`config.mk`:
```
export PLATFORM = sky130hd
export DESIGN_NAME = clut_loader
export DESIGN_NICKNAME = d
export VERILOG_FILES = /design/src/rtl/clut_loader.sv
export SDC_FILE = /design/constraint.sdc
export NUM_CORES = 2
export LEC_CHECK = 0
export BUFFER_PORTS_ARGS = -buffer_cell sky130_fd_sc_hd__buf_2
export CORE_MARGIN = 2
export CORE_UTILIZATION = 25
export CTS_CLUSTER_DIAMETER = 200
export DETAILED_ROUTE_END_ITERATION = 8
export PLACE_DENSITY = 0.43
export SYNTH_ARGS = -nofsm -noshare
export SYNTH_HDL_FRONTEND = slang
export SYNTH_SLANG_ARGS = --single-unit
export TNS_END_PERCENT = 50
```
`constraint.sdc`:
```
create_clock -name clk -period 10.8 [get_ports clk]
set_input_delay 1.08 -clock clk [delete_from_list [all_inputs] [get_ports clk]]
set_output_delay 1.08 -clock clk [all_outputs]
set_load 0.05 [all_outputs]
```
`src/rtl/clut_loader.sv`:
```
module clut_loader #(
  parameter int WORD_W    = 16,
  parameter int COLOR_W   = 12,
  parameter int CODE_W    = 4,
  parameter int ENTRIES   = 256,
  parameter int HDR_WORDS = 16
) (
  input  logic              clk,
  input  logic              rst_n,
  input  logic              start,
  input  logic [1:0]        ld_mode,
  input  logic              in_valid,
  input  logic [WORD_W-1:0] in_data,
  output logic              in_ready,
  input  logic [WORD_W-1:0] px_in,
  output logic [WORD_W-1:0] px_out,
  output logic              done
);
  localparam int AW = $clog2(ENTRIES);
  localparam int CW = AW + 1;
  localparam logic [2:0] D_DIRECT = 3'd4;

  logic [COLOR_W-1:0] mem [ENTRIES];
  logic               active, done_en;
  logic [CW-1:0]      cnt, total, hdr_total, goal;
  logic [2:0]         depth, hdr_depth;
  logic               take, first, last;
  logic [AW-1:0]      idx;
  logic [COLOR_W-1:0] rd_q;
  logic [WORD_W-1:0]  pass_q;
  logic               byp_q;

  wire [CODE_W-1:0] hdr_code = in_data[WORD_W-1 -: CODE_W];

  assign in_ready = !start;
  assign take     = in_valid && in_ready && active;
  assign first    = (cnt == '0);

  always_comb begin
    if (hdr_code >= CODE_W'(4)) begin
      hdr_depth = D_DIRECT;
      hdr_total = CW'(HDR_WORDS);
    end else if (hdr_code == CODE_W'(3)) begin
      hdr_depth = 3'd3;
      hdr_total = CW'(ENTRIES);
    end else begin
      hdr_depth = hdr_code[2:0];
      hdr_total = CW'(ENTRIES / 2);
    end
  end

  assign goal = first ? hdr_total : total;
  assign last = (cnt == goal - CW'(1));

  always_ff @(posedge clk) begin
    if (!rst_n) begin
      active  <= 1'b0;
      done_en <= 1'b0;
      cnt     <= '0;
      total   <= '0;
      depth   <= D_DIRECT;
      done    <= 1'b0;
    end else begin
      done <= 1'b0;
      if (start) begin
        active  <= !ld_mode[1];
        done_en <= (ld_mode == 2'b01);
        cnt     <= '0;
      end else if (take) begin
        if (first) begin
          depth <= hdr_depth;
          total <= hdr_total;
        end
        if (last) begin
          active <= 1'b0;
          done   <= done_en;
        end else begin
          cnt <= cnt + CW'(1);
        end
      end
    end
  end

  always_ff @(posedge clk)
    if (take) mem[cnt[AW-1:0]] <= in_data[COLOR_W-1:0];

  always_comb begin
    case (depth)
      3'd0:    idx = AW'(px_in[0]);
      3'd1:    idx = AW'(px_in[1:0]);
      3'd2:    idx = AW'(px_in[3:0]);
      default: idx = px_in[AW-1:0];
    endcase
  end

  always_ff @(posedge clk)
    rd_q <= mem[idx];

  always_ff @(posedge clk) begin
    if (!rst_n) begin
      pass_q <= '0;
      byp_q  <= 1'b1;
    end else begin
      pass_q <= px_in;
      byp_q  <= (depth == D_DIRECT);
    end
  end

  assign px_out = byp_q ? pass_q : {{(WORD_W-COLOR_W){1'b0}}, rd_q};
endmodule


```
==> metrics.txt <==
syn avg cell area=about 18 µm²; H-tree depth=5; RR Startpoint=depth[0]$_SDFFE_PN0P_; via count=63400; top cell type by total area after synthesis=edfxtp_1; final hold vios=0; Die Width=696 µm; CP startpoint kind=flip-flop; IO Port Bufs=55; P_leak=0.0446 µW; setup TNS after final layout=0 ns; Synth warnings=0; fin crit period=about 5.7 ns; CTS root buffer=clkbuf_16; Net Count, Synth=roughly 6600; DR pass1 iterations=5; Worst EP arrival=6.46 ns; share of the synthesized area in the top cell type=0.771; vias in the first global route=63100; gpl congestion=0.805; pwr dens=approximately 180 nW/µm²; Post-CTS Repair Setup Buffers=0; Top cell by count, worst path=buf_12; CP Cell Sequence=o31a_2, buf_12, buf_12, mux2i_1, o22ai_1, nor4_1, nand3_1, nand4_1, nor2_1; Synth top cells by count=3072 x edfxtp_1, 628 x mux2i_1, 571 x nand2_1; hold slack=0.350 ns; max_cap viols=0; relative slew slack=0.0989; Reg clk slew, reported paths=0.06 ns; kind of critical path=flip-flop to flip-flop; Remaining DRCs=0; clock skew=0.0574 ns; Main synth FF type=edfxtp_1; Hold Crit Class=input port to flip-flop; total gr overflow=0; Yosys reg bits=3125; Worst Path Max Fanout=between 100 and 150; Wirelength per Cell=27.3 µm; post-detail-place hpwl=221 mm; post-synthesis sequential area ratio=0.780; number of fill cells=about 47000; hold_sp=px_in[10]; unrepaired setup endpoints after global routing=false; top cells by area, synth=edfxtp_1 77%, mux4_2 6.3%, mux2i_1 5.3%, nand2_1 1.8%, o22ai_1 1.4%; Reg area=93300 µm²; layout cells sized above 1=0.181; FMAX=176 MHz; initial DRC count=approximately 6800; Ports=56; crit share post-route=0.527; Syn Std Cell Area=120000 µm²; All-Layer GR Usage=0.149; Post-synth ARST share=0; Multi-input gate area=25000 µm²; Post-CTS Hold Fix Bufs=0; final setup fails=0; CTS max path bufs=4; antenna-violating nets left=0; row cnt=254; routed wire length=around 370 mm; largest net degree at the start of global routing=151; worst-skew pair later-pin latency=0.95 ns; outcome=finished clean; initial antenna violation count=40; CTS sink count=3125; Die ar.=484000 µm²; Critical Path RT=between 10 and 15 ns; number of flops mapped to enable cells by yosys=3072; Layout Area Growth over Synthesis=17.3%; Total Nets Final=between 6000 and 7000; fin. max-slew vios=0; Syn Inst Count=6560; core area=478000 µm²; Slew @ Worst Pin=1.35 ns; Via density=4.65; Starting Density=0.250; slowest cell delay on critical path=0.91 ns; Die H=696 µm; post-synth cell types=70; CP max-delay cell=nor4_1; critical path launch point=depth[0]$_SDFFE_PN0P_; CTS tree=done; Inserted Clock Buffers=348; most frequent cell after synthesis=edfxtp_1; CP Capture Type=flip-flop; first-pass GRT wire length=between 500 and 600 mm; Peak VDD IR=139 µV; CTS resizes=0
worst max-delay path, delay by kind of cell, from the launching register on:
| kind | cells | cell delay [ns] |
|---|---|---|
| mux | 1 | 0.26 |
| flops | 1 | 0.57 |
| compound gates | 2 | 0.77 |
| buf+inv | 2 | 1.13 |
| simple gates | 4 | 2.35 |
cell type report:
cell class / count / share of cell area
Sequential cell: 3125 / 0.665
Multi-Input combinational cell: 3030 / 0.178
Clock buffer: 446 / 0.0660
Tap cell: 6400 / 0.0571
Timing Repair Buffer: 404 / 0.0226
Clock inverter: 187 / 0.0106
Antenna cell: 15 / 0.000268
Inverter: 9 / 0.000241
path summary, 6_finish.rpt:
kind	to	slack, ns	depth (start not counted)
min	pass_q[10]$_SDFF_PN0_	0.35	2
max	rd_q[5]$_DFF_P_	5.11	9
max reg2reg	rd_q[5]$_DFF_P_	5.11	9
min reg2reg	done$_SDFF_PP0_	0.44	2
registers in the layout, indices dropped and copies added (netlist names):
register and count:
cnt 9, pass_q 16, depth 3, byp_q 1, total 9, rd_q 12
active 1, done 1, mem 3072, done_en 1
cell families after synthesis:
kind of cell,share of synthesized area
DFF,0.780
and+or+nand+nor,0.0439
muxes,0.117
AOI/OAI and AO/OA,0.0447
buffers and inverters,0.0138
xor gates and xnor gates,0.000586
adders and majority gates,0.000523
per-layer routing:
metal | vias up | track usage | share of wire
li1 | 27200 | - | -
met1 | 33900 | 0.208 | 0.44
met2 | 1847 | 0.245 | 0.48
met3 | 431 | 0.0202 | 0.054
met4 | 10 | 0.0395 | 0.026
met5 | - | 0 | 0.00018
report_power, final:
part,internal [µW],switching [µW],total (µW)
registers,13300,22.3,13400
logic,306,779,1080
clock network,6440,4870,11300
total,20100,5670,25700
through the flow:
step / cell area [µm²] / worst slack (ns) / utilization / power [µW] / cells
2_1_floorplan: 120000 / 7.31 / - / 14100 / 6560
3_3_place_gp: 129000 / 3.94 / 0.271 / 14700 / 13000
3_5_place_dp: 129000 / 4.54 / 0.271 / 14700 / 13000
4_1_cts: 140000 / 5.28 / 0.294 / 26000 / 13600
5_1_grt: 140000 / 5.06 / 0.294 / 26500 / 13600
6_report: 140000 / 5.11 / 0.294 / 25700 / 13600
placed cells by master (no fill, tap or decap), types with 15 or more instances in the layout:
cell type  netlist  layout
clkbuf_1       243      86
edfxtp_1      3072    3072
a2111oi_0       75      65
a21oi_1        255     255
a22oi_1        118     118
nor2_1         282     248
nand2_1        571     555
o22ai_1        266     266
nand3_1         90      86
buf_2           97      42
clkinv_1         1      73
clkbuf_16        0     353
and2_1          24      22
o21ai_0        105     105
nand4_1         59      59
mux4_2         334     334
bufinv_16        0      16
diode_2          0      15
mux2i_1        628     628
nor2_2           0      34
clkinv_2         0      66
buf_4            0     336
dfxtp_1         53      53
nor4_1          99      95
Power figures use the tool's default switching activity.
